--- src/rtl/pio_timing_pkg.sv ---
package pio_timing_pkg;

  localparam int FIELD_W  = 8;
  localparam int NIB_W    = 4;
  localparam int CODE_W   = 2;
  localparam int REV_W    = 2;
  // longest phase: a full nibble (16) plus one revision clock
  localparam int MAX_PHASE = (1 << NIB_W) + 1;
  localparam int CNT_W     = $clog2(MAX_PHASE + 1);

  typedef logic [CNT_W-1:0] count_t;

  typedef enum logic [1:0] {
    PH_IDLE   = 2'd0,
    PH_SETUP  = 2'd1,
    PH_ACTIVE = 2'd2,
    PH_RECOV  = 2'd3
  } phase_e;

  // setup code to clock count; the mapping is not monotonic in the code
  function automatic count_t setup_clocks(input logic [CODE_W-1:0] code);
    count_t n;
    case (code)
      2'b00:   n = count_t'(4);
      2'b10:   n = count_t'(3);
      2'b01:   n = count_t'(2);
      default: n = count_t'(5);
    endcase
    return n;
  endfunction

  // a zero nibble stands for the full 16-clock count
  function automatic count_t nibble_clocks(input logic [NIB_W-1:0] nib);
    return (nib == '0) ? count_t'(1 << NIB_W) : count_t'(nib);
  endfunction

  function automatic count_t active_clocks(input logic [NIB_W-1:0] nib);
    count_t n;
    n = nibble_clocks(nib);
    if (n == count_t'(1)) n = count_t'(2);
    return n;
  endfunction

  function automatic count_t recov_clocks(input logic [NIB_W-1:0] nib,
                                          input count_t act,
                                          input logic [REV_W-1:0] rev);
    count_t n;
    n = nibble_clocks(nib);
    if (act > count_t'(3) && n == count_t'(1)) n = count_t'(2);
    if (rev > REV_W'(1)) n = n + count_t'(1);
    return n;
  endfunction

endpackage

--- src/rtl/pio_field_select.sv ---
module pio_field_select
  import pio_timing_pkg::*;
#(
  parameter int NUM_DRIVES = 4,
  parameter int NUM_SETS   = 3
) (
  input  logic [$clog2(NUM_DRIVES)-1:0]   drive_idx,
  input  logic [NUM_SETS-1:0][FIELD_W-1:0] addr_tim,
  input  logic [NUM_SETS-1:0][FIELD_W-1:0] data_tim,
  output logic [FIELD_W-1:0]               sel_addr,
  output logic [FIELD_W-1:0]               sel_data
);
  localparam int IDX_W     = $clog2(NUM_DRIVES);
  localparam int LAST_SET  = NUM_SETS - 1;

  // each drive maps to its own set; drives at or beyond the last set share it
  logic [NUM_SETS-1:0] set_hit;

  for (genvar s = 0; s < NUM_SETS; s++) begin : g_hit
    if (s == LAST_SET) begin : g_shared
      assign set_hit[s] = (int'(drive_idx) >= s);
    end else begin : g_own
      assign set_hit[s] = (drive_idx == IDX_W'(s));
    end
  end

  always_comb begin
    sel_addr = '0;
    sel_data = '0;
    for (int s = 0; s < NUM_SETS; s++) begin
      if (set_hit[s]) begin
        sel_addr = sel_addr | addr_tim[s];
        sel_data = sel_data | data_tim[s];
      end
    end
  end
endmodule

--- src/rtl/pio_count_calc.sv ---
module pio_count_calc
  import pio_timing_pkg::*;
#(
  parameter int CMD_SETUP = 5
) (
  input  logic [FIELD_W-1:0] sel_addr,
  input  logic [FIELD_W-1:0] sel_data,
  input  logic [FIELD_W-1:0] cmd_tim,
  input  logic               cmd_block,
  input  logic [REV_W-1:0]   chip_rev,
  output count_t             setup_n,
  output count_t             active_n,
  output count_t             recov_n
);
  localparam int CODE_LSB = FIELD_W - CODE_W;

  logic [FIELD_W-1:0] dt;
  logic [NIB_W-1:0]   act_nib, rec_nib;

  assign dt      = cmd_block ? cmd_tim : sel_data;
  assign act_nib = dt[FIELD_W-1 -: NIB_W];
  assign rec_nib = dt[NIB_W-1:0];

  always_comb begin
    setup_n  = cmd_block ? count_t'(CMD_SETUP)
                         : setup_clocks(sel_addr[FIELD_W-1:CODE_LSB]);
    active_n = active_clocks(act_nib);
    recov_n  = recov_clocks(rec_nib, active_n, chip_rev);
  end
endmodule

--- src/rtl/pio_phase_seq.sv ---
module pio_phase_seq
  import pio_timing_pkg::*;
(
  input  logic   clk,
  input  logic   rst_n,
  input  logic   start,
  input  count_t setup_n,
  input  count_t active_n,
  input  count_t recov_n,
  output phase_e phase,
  output logic   accept,
  output logic   phase_last,
  output logic   cycle_end
);
  count_t cnt_q, act_q, rec_q;

  assign accept     = start && (phase == PH_IDLE);
  assign phase_last = (phase != PH_IDLE) && (cnt_q == '0);
  assign cycle_end  = (phase == PH_RECOV) && phase_last;

  always_ff @(posedge clk or negedge rst_n) begin
    if (!rst_n) begin
      phase <= PH_IDLE;
      cnt_q <= '0;
      act_q <= '0;
      rec_q <= '0;
    end else begin
      case (phase)
        PH_IDLE: if (accept) begin
          phase <= PH_SETUP;
          cnt_q <= setup_n - count_t'(1);
          act_q <= active_n;
          rec_q <= recov_n;
        end
        PH_SETUP: if (phase_last) begin
          phase <= PH_ACTIVE;
          cnt_q <= act_q - count_t'(1);
        end else cnt_q <= cnt_q - count_t'(1);
        PH_ACTIVE: if (phase_last) begin
          phase <= PH_RECOV;
          cnt_q <= rec_q - count_t'(1);
        end else cnt_q <= cnt_q - count_t'(1);
        default: if (phase_last) begin
          phase <= PH_IDLE;
        end else cnt_q <= cnt_q - count_t'(1);
      endcase
    end
  end
endmodule

--- src/rtl/pio_cycle_timer.sv ---
module pio_cycle_timer
  import pio_timing_pkg::*;
#(
  parameter int NUM_DRIVES = 4,
  parameter int NUM_SETS   = 3,
  parameter int CMD_SETUP  = 5
) (
  input  logic                              clk,
  input  logic                              rst_n,
  input  logic                              start,
  input  logic [$clog2(NUM_DRIVES)-1:0]     drive_idx,
  input  logic                              cmd_block,
  input  logic [1:0]                        chip_rev,
  input  logic [NUM_SETS-1:0][7:0]          addr_tim,
  input  logic [NUM_SETS-1:0][7:0]          data_tim,
  input  logic [7:0]                        cmd_tim,
  output logic                              addr_valid,
  output logic                              strobe,
  output logic                              busy,
  output logic                              done
);
  logic [FIELD_W-1:0] sel_addr, sel_data;
  count_t             setup_n, active_n, recov_n;
  phase_e             phase;
  logic               accept, phase_last, cycle_end;

  pio_field_select #(.NUM_DRIVES(NUM_DRIVES), .NUM_SETS(NUM_SETS)) u_sel (
    .drive_idx (drive_idx),
    .addr_tim  (addr_tim),
    .data_tim  (data_tim),
    .sel_addr  (sel_addr),
    .sel_data  (sel_data)
  );

  pio_count_calc #(.CMD_SETUP(CMD_SETUP)) u_calc (
    .sel_addr  (sel_addr),
    .sel_data  (sel_data),
    .cmd_tim   (cmd_tim),
    .cmd_block (cmd_block),
    .chip_rev  (chip_rev),
    .setup_n   (setup_n),
    .active_n  (active_n),
    .recov_n   (recov_n)
  );

  pio_phase_seq u_seq (
    .clk        (clk),
    .rst_n      (rst_n),
    .start      (start),
    .setup_n    (setup_n),
    .active_n   (active_n),
    .recov_n    (recov_n),
    .phase      (phase),
    .accept     (accept),
    .phase_last (phase_last),
    .cycle_end  (cycle_end)
  );

  assign addr_valid = (phase != PH_IDLE);
  assign strobe     = (phase == PH_ACTIVE);
  assign busy       = (phase != PH_IDLE);
  assign done       = cycle_end;
endmodule

--- config.mk ---
export PLATFORM = sky130hd
export DESIGN_NAME = pio_cycle_timer
export DESIGN_NICKNAME = d
export VERILOG_FILES = /design/src/rtl/pio_timing_pkg.sv /design/src/rtl/pio_field_select.sv /design/src/rtl/pio_count_calc.sv /design/src/rtl/pio_phase_seq.sv /design/src/rtl/pio_cycle_timer.sv
export SDC_FILE = /design/constraint.sdc
export NUM_CORES = 1
export LEC_CHECK = 0
export CAP_MARGIN = 10
export CORE_AREA = 2 2 74 76
export CTS_BUF_LIST = sky130_fd_sc_hd__clkbuf_16
export DETAILED_ROUTE_END_ITERATION = 6
export DIE_AREA = 0 0 76 78
export GPL_TIMING_DRIVEN = 0
export PLACE_DENSITY = 0.7
export SYNTH_ARGS = -nofsm -noshare
export SYNTH_HDL_FRONTEND = slang
export SYNTH_HIERARCHICAL = 1
export SYNTH_SLANG_ARGS = --single-unit
--- constraint.sdc ---
create_clock -name clk -period 3.15 [get_ports clk]
set_clock_uncertainty 0.2 [all_clocks]
set_input_delay 0.315 -clock clk [delete_from_list [all_inputs] [get_ports clk]]
set_output_delay 0.315 -clock clk [all_outputs]
set_load 0.1 [all_outputs]
==> summary.md, run 1 <==
| Metric | Value |
|---|---|
| Worst Tran Pin Value | 0.966 ns |
| Wire per inst | 12.3 um |
| Yosys warning count | 6 |
| Die Width | 76 um |
| Initial core utilization | 0.371 |
| NetSw | 825 uW |
| Max Buffers Root-to-Sink | 2 |
| Worst-path clk slew | 0.05 ns |
| Vias in the first global route | 1711 |
| Commonest non-fill, non-tap cell in the layout | clkdlybuf4s50_1 |
| CP max stage delay | 0.81 ns |
| Hold Crit Class | in -> async |
| Fin crit period | 3.06 ns |
| Max Fclk | 327 MHz |
| Final Instance Area | 0.00249 mm2 |
| Fin crit share | 0.972 |
| Clk sinks | 17 |
| Commonest non-fill, non-tap cells in the layout | clkdlybuf4s50_1, nand2_1, o21ai_0 |
| Crit-path cells | inv_1 -> ha_1 -> or3b_4 -> nor2_4 -> and2_1 -> clkdlybuf4s15_1 |
| Clock Latency Late Sink | 0.25 ns |
| DRC violations left | 0 |
| # port buffers | 45 |
| N_diodes | 0 |
| Critical path's slowest cell | clkdlybuf4s15_1 |
| Grt ovf | 0 |
| Crit path max fanout | 8 |
| Reg power frac | 0.227 |
| Avg Inst Size Synth | 8.31 um2 |
| Status | complete, no violations |
| Die ar. | 0.00593 mm2 |
| Hold Vio Cnt, Final | 0 |
| Clk root buf | clkbuf_16 |
| Drt first pass iters | 4 |
| Antenna viol nets, final | 0 |
| Max Cap Viol | 0 |
| WP data arrival | 2.55 ns |
| Pins Over Slew Limit | 0 |
| Peak supply drop | 0.340 mV |
| Area Growth Syn to Fin | 33.4% |
| Combinational power share | 0.631 |
| Worst slew margin relative to its limit | 0.354 |
| Power Internal | 1.00 mW |
| Initial antenna violation count | 0 |
| P per Cell Area | 732 mW/mm2 |
| Sw Share | 0.452 |
| Via/cell ratio | 4.91 |
| Clock Power Share | 0.142 |
| Row count | 26 |
| First-pass GRT wire length | 7540 um |
| Startpoint Class | flip-flop |
| Placed Area | 0.00241 mm2 |
| Via count | 1694 |
| 1st-iter DRT viols | 85 |
| CTS tree | built |
| Final setup viols | 0 |
| Post-CTS Setup Bufs | 0 |
| HPWL Detailed | 3530 um |
| Largest net degree at the start of global routing | 18 |
| Core area | 0.00504 mm2 |
| Routed WL | 4230 um |
| H-tree levels | 1 |
| Synthesized area | 0.00187 mm2 |
| Required @ worst endpoint | 2.63 ns |
| Lkg Pwr | 1.08 nW |
| DIE HEIGHT | 78 um |
| Total GRT Usage | 0.152 |
| Worst Path Class, Setup | reg -> out |
| Gpl congestion | 0.842 |
| Hold_buf cts | 0 |
| IO Pins | 68 |
| Setup TNS | 0 ns |
| RSZ-0062 raised after global routing | no |
| CP Capture Type | output pin |
| Syn Inst Count | 225 |
| CTS Buf Count | 3 |
| Fin nets | 352 |
| Fraction of layout cells with a size suffix above 1 | 0.127 |
## worst max-delay path: cells and delay by family (launching register included)
kind,cells,cell delay [ns]
adder cells (fa/ha/maj),1,0.19
buffers and inverters,2,0.88
flip-flops,1,0.41
AND/OR/NAND/NOR,3,0.81
## power by group through the flow
stage	sequential [mW]	combinational [mW]	clock, mW
after floorplan	0.396	0.902	0
after global placement	0.416	1.13	0
after detailed placement	0.418	1.14	0
after CTS	0.415	1.15	0.269
after global routing	0.430	1.27	0.280
final	0.414	1.15	0.259
## per-stage QoR
| step | instances | util | total power, mW | setup WS, ns | hold WS, ns |
|---|---|---|---|---|---|
| finish | 345 | 0.495 | 1.83 | 0.0876 | 0.316 |
| global placement | 341 | 0.478 | 1.55 | 0.0660 | 0.302 |
| global route | 345 | 0.495 | 1.98 | 0.00723 | 0.354 |
| detailed placement | 341 | 0.478 | 1.56 | 0.0604 | 0.315 |
| floorplan | 226 | - | 1.30 | 0.675 | -0.181 |
| CTS | 345 | 0.495 | 1.84 | 0.0617 | 0.328 |
## path summary, 6_finish.rpt
check                      slack [ns]  cells past startpoint           start              to
max in group asynchronous        1.96                      1           rst_n  u_seq/phase[1]
max                              0.09                      6  u_seq/cnt_q[0]            done
min in group clk                 0.32                      2  u_seq/cnt_q[1]  u_seq/cnt_q[1]
min reg2reg                      0.32                      2  u_seq/cnt_q[1]  u_seq/cnt_q[1]
max reg2reg                      0.71                      8  u_seq/cnt_q[0]  u_seq/cnt_q[2]
min                              0.32                      1           rst_n  u_seq/cnt_q[4]
## flip-flops by register name, indices dropped and copies added, names as in the netlist
name,cells
u_seq/act_q,5
u_seq/cnt_q,5
u_seq/phase,2
u_seq/rec_q,5
## per-layer routing
| metal | global-route usage | wire, um |
|---|---|---|
| met1 | 0.193 | 2040 |
| met2 | 0.271 | 2060 |
| met3 | 0.0233 | 79 |
| met4 | 0.0327 | 55 |
| met5 | 0 | 0 |
## final cells by class
| cell class | count | area [um2] |
|---|---|---|
| inverter | 17 | 63.8 |
| buffer | 15 | 109 |
| tap | 70 | 87.6 |
| multi-input combinational | 177 | 1280 |
| clock inverter | 1 | 7.51 |
| timing repair buffer | 45 | 450 |
| sequential | 17 | 425 |
| fill | 495 | 2550 |
| clock buffer | 3 | 75.1 |
## timing repair
action | in CTS | in global routing
hold endpoints to repair | 0 | 0
gates resized for setup | 1 | 1
endpoints found under the setup margin | 1 | 1
pin swaps | 0 | 0
Power figures use the tool's default switching activity.
==> run 2, diff against run 1 <==
--- a/config.mk
+++ b/config.mk
@@ -5,11 +5,12 @@
 export SDC_FILE = /design/constraint.sdc
 export NUM_CORES = 1
 export LEC_CHECK = 0
+export ABC_AREA = 0
 export CAP_MARGIN = 10
-export CORE_AREA = 2 2 74 76
+export CORE_AREA = 5 5 77 79
 export CTS_BUF_LIST = sky130_fd_sc_hd__clkbuf_16
 export DETAILED_ROUTE_END_ITERATION = 6
-export DIE_AREA = 0 0 76 78
+export DIE_AREA = 0 0 82 84
 export GPL_TIMING_DRIVEN = 0
 export PLACE_DENSITY = 0.7
 export SYNTH_ARGS = -nofsm -noshare
==> summary.md, run 2 (synthesis results as in run 1) <==
| Metric | Value |
|---|---|
| Status | complete, no violations (unchanged) |
| Worst Tran Pin Value | 0.963 ns (was 0.966 ns) |
| Worst-path clk slew | 0.05 ns (about the same) |
| Final setup viols | 0 (unchanged) |
| Placed Area | 0.00241 mm2 (about the same) |
| Via/cell ratio | 4.87 (was 4.91) |
| Reg-to-reg startpoint | u_seq/cnt_q[0] (unchanged) |
| # port buffers | 45 (unchanged) |
| Crit path max fanout | 7 (was 8) |
| Clock Latency Late Sink | 0.25 ns (about the same) |
| IO Pins | 68 (unchanged) |
| CP max stage delay | 0.53 ns (was 0.81 ns) |
| Crit-path most repeated cell | inv_1 |
| Core area | 0.00527 mm2 (was 0.00504 mm2) |
| Crit-path cells | clkdlybuf4s50_1 -> buf_2 -> nand2_1 -> o21ai_0 -> xor2_1 -> nand2b_1 -> inv_1 -> inv_1 -> ha_1 -> nor3b_1 -> xnor2_1 -> nor2_1 -> mux2_2 -> a22o_1 (was inv_1 -> ha_1 -> or3b_4 -> nor2_4 -> and2_1 -> clkdlybuf4s15_1) |
| Worst Path Class, Setup | in -> reg (was reg -> out) |
| Drt first pass iters | 4 (unchanged) |
| Max Buffers Root-to-Sink | 2 (unchanged) |
| Top flop regs | u_seq/act_q (5), u_seq/cnt_q (5), u_seq/rec_q (5) (unchanged) |
| First-pass GRT wire length | 7720 um (was 7540 um) |
| P per Cell Area | 737 mW/mm2 (was 732 mW/mm2) |
| Clk root buf | clkbuf_16 (unchanged) |
| Hold Worst Slack | 0.300 ns (was 0.316 ns) |
| Initial core utilization | 0.355 (was 0.371) |
| Worst slew margin relative to its limit | 0.356 (was 0.354) |
| 1st-iter DRT viols | 112 (was 85) |
| HPWL Detailed | 3690 um (was 3530 um) |
| Antenna viol nets, final | 0 (unchanged) |
| Clk sinks | 17 (unchanged) |
| Largest net degree at the start of global routing | 18 (unchanged) |
| Reg2reg end | u_seq/cnt_q[2] (unchanged) |
| Total GRT Usage | 0.139 (was 0.152) |
| Setup TNS | 0 ns (unchanged) |
| Fin crit period | 2.78 ns (was 3.06 ns) |
| Via count | 1691 (was 1694) |
| N_diodes | 0 (unchanged) |
| Pins Over Slew Limit | 0 (unchanged) |
| DRC violations left | 0 (unchanged) |
| Commonest non-fill, non-tap cell in the layout | clkdlybuf4s50_1 (unchanged) |
| Fin nets | 352 (unchanged) |
| Die ar. | 0.00689 mm2 (was 0.00593 mm2) |
| Fraction of layout cells with a size suffix above 1 | 0.131 (was 0.127) |
| Place WS | 0.0420 ns (was 0.0604 ns) |
| Inst Count DP | 343 (was 341) |
| Required @ worst endpoint | 3.09 ns (was 2.63 ns) |
| Hold Crit Class | in -> async (unchanged) |
| Fin crit share | 0.884 (was 0.972) |
| Reg2Reg Setup Slack | 0.66 ns (was 0.71 ns) |
| Post-CTS Setup Bufs | 0 (unchanged) |
| Max Fclk | 359 MHz (was 327 MHz) |
| Commonest non-fill, non-tap cells in the layout | clkdlybuf4s50_1, nand2_1, o21ai_0 (unchanged) |
| Vias in the first global route | 1705 (was 1711) |
| CTS Buf Count | 3 (unchanged) |
| Routed WL | 4420 um (was 4230 um) |
| Critical path's slowest cell | clkdlybuf4s50_1 (was clkdlybuf4s15_1) |
| Final WS setup | 0.366 ns (was 0.0876 ns) |
| CP Capture Type | flip-flop (was output pin) |
| Reg2Reg Depth | 8 (unchanged) |
| Grt ovf | 0 (unchanged) |
| Gpl congestion | 0.772 (was 0.842) |
| H-tree levels | 1 (unchanged) |
| Non-Filler Instances | 347 (was 345) |
| Final Instance Area | 0.00249 mm2 (about the same) |
| RSZ-0062 raised after global routing | no (unchanged) |
| Hold_buf cts | 0 (unchanged) |
| Startpoint Class | input port (was flip-flop) |
| Wire per inst | 12.7 um (was 12.3 um) |
| WP data arrival | 2.72 ns (was 2.55 ns) |
| CTS tree | built (unchanged) |
| Max Cap Viol | 0 (unchanged) |
| Buf+Inv Stages, Crit Path | 4 (was 2) |
| Area Growth Syn to Fin | 33.2% (was 33.4%) |
| CP top delay family | buffers and inverters (unchanged) |
| Die Width | 82 um (was 76 um) |
| Peak supply drop | 0.353 mV (was 0.340 mV) |
| Lkg Pwr | 1.08 nW (about the same) |
| Initial antenna violation count | 0 (unchanged) |
| Hold Vio Cnt, Final | 0 (unchanged) |
| DIE HEIGHT | 84 um (was 78 um) |
| Row count | 27 (was 26) |
[run 2: worst max-delay path by stage]
stage,start,cells past startpoint,endpoint
2_1_floorplan,u_seq/cnt_q[0],5,done
3_3_place_gp,u_seq/cnt_q[0],6,done
3_5_place_dp,u_seq/cnt_q[0],6,done
4_1_cts,u_seq/cnt_q[0],6,done
5_1_grt,drive_idx[1],14,u_seq/cnt_q[4]
6_report,drive_idx[1],14,u_seq/cnt_q[4]
[run 2: where the power goes]
group          switching, mW  leakage, nW  internal [mW]
Clock                 0.0914       0.0371          0.171
Sequential            0.0922        0.211          0.324
Combinational          0.654        0.832          0.503
[run 2: through the flow]
stage	utilization	power, mW
2_1_floorplan	-	1.30
3_3_place_gp	0.458	1.54
3_5_place_dp	0.458	1.56
4_1_cts	0.474	1.84
5_1_grt	0.473	2.00
6_report	0.473	1.84
[run 2: layer usage]
layer / vias to the layer above / part of all wire / track usage
li1: 882 / - / -
met4: 0 / 0.0054 / 0.0227
met2: 22 / 0.54 / 0.248
met5: - / 0 / 0
met3: 4 / 0.025 / 0.0259
met1: 783 / 0.43 / 0.171
[run 2: layout make-up]
class,instances,area [um2]
repair buffers,45,445
multi-input cells,177,1280
well taps,72,90.1
plain buffers,15,109
clock inverters,1,7.51
fillers,534,2780
flip-flops and latches,17,425
clock buffers,3,75.1
inverters,17,63.8
[run 2: what timing repair did]
action,CTS,global route
resized for setup,1,2
endpoints found under the setup margin,1,1
endpoints found under the hold margin,0,0
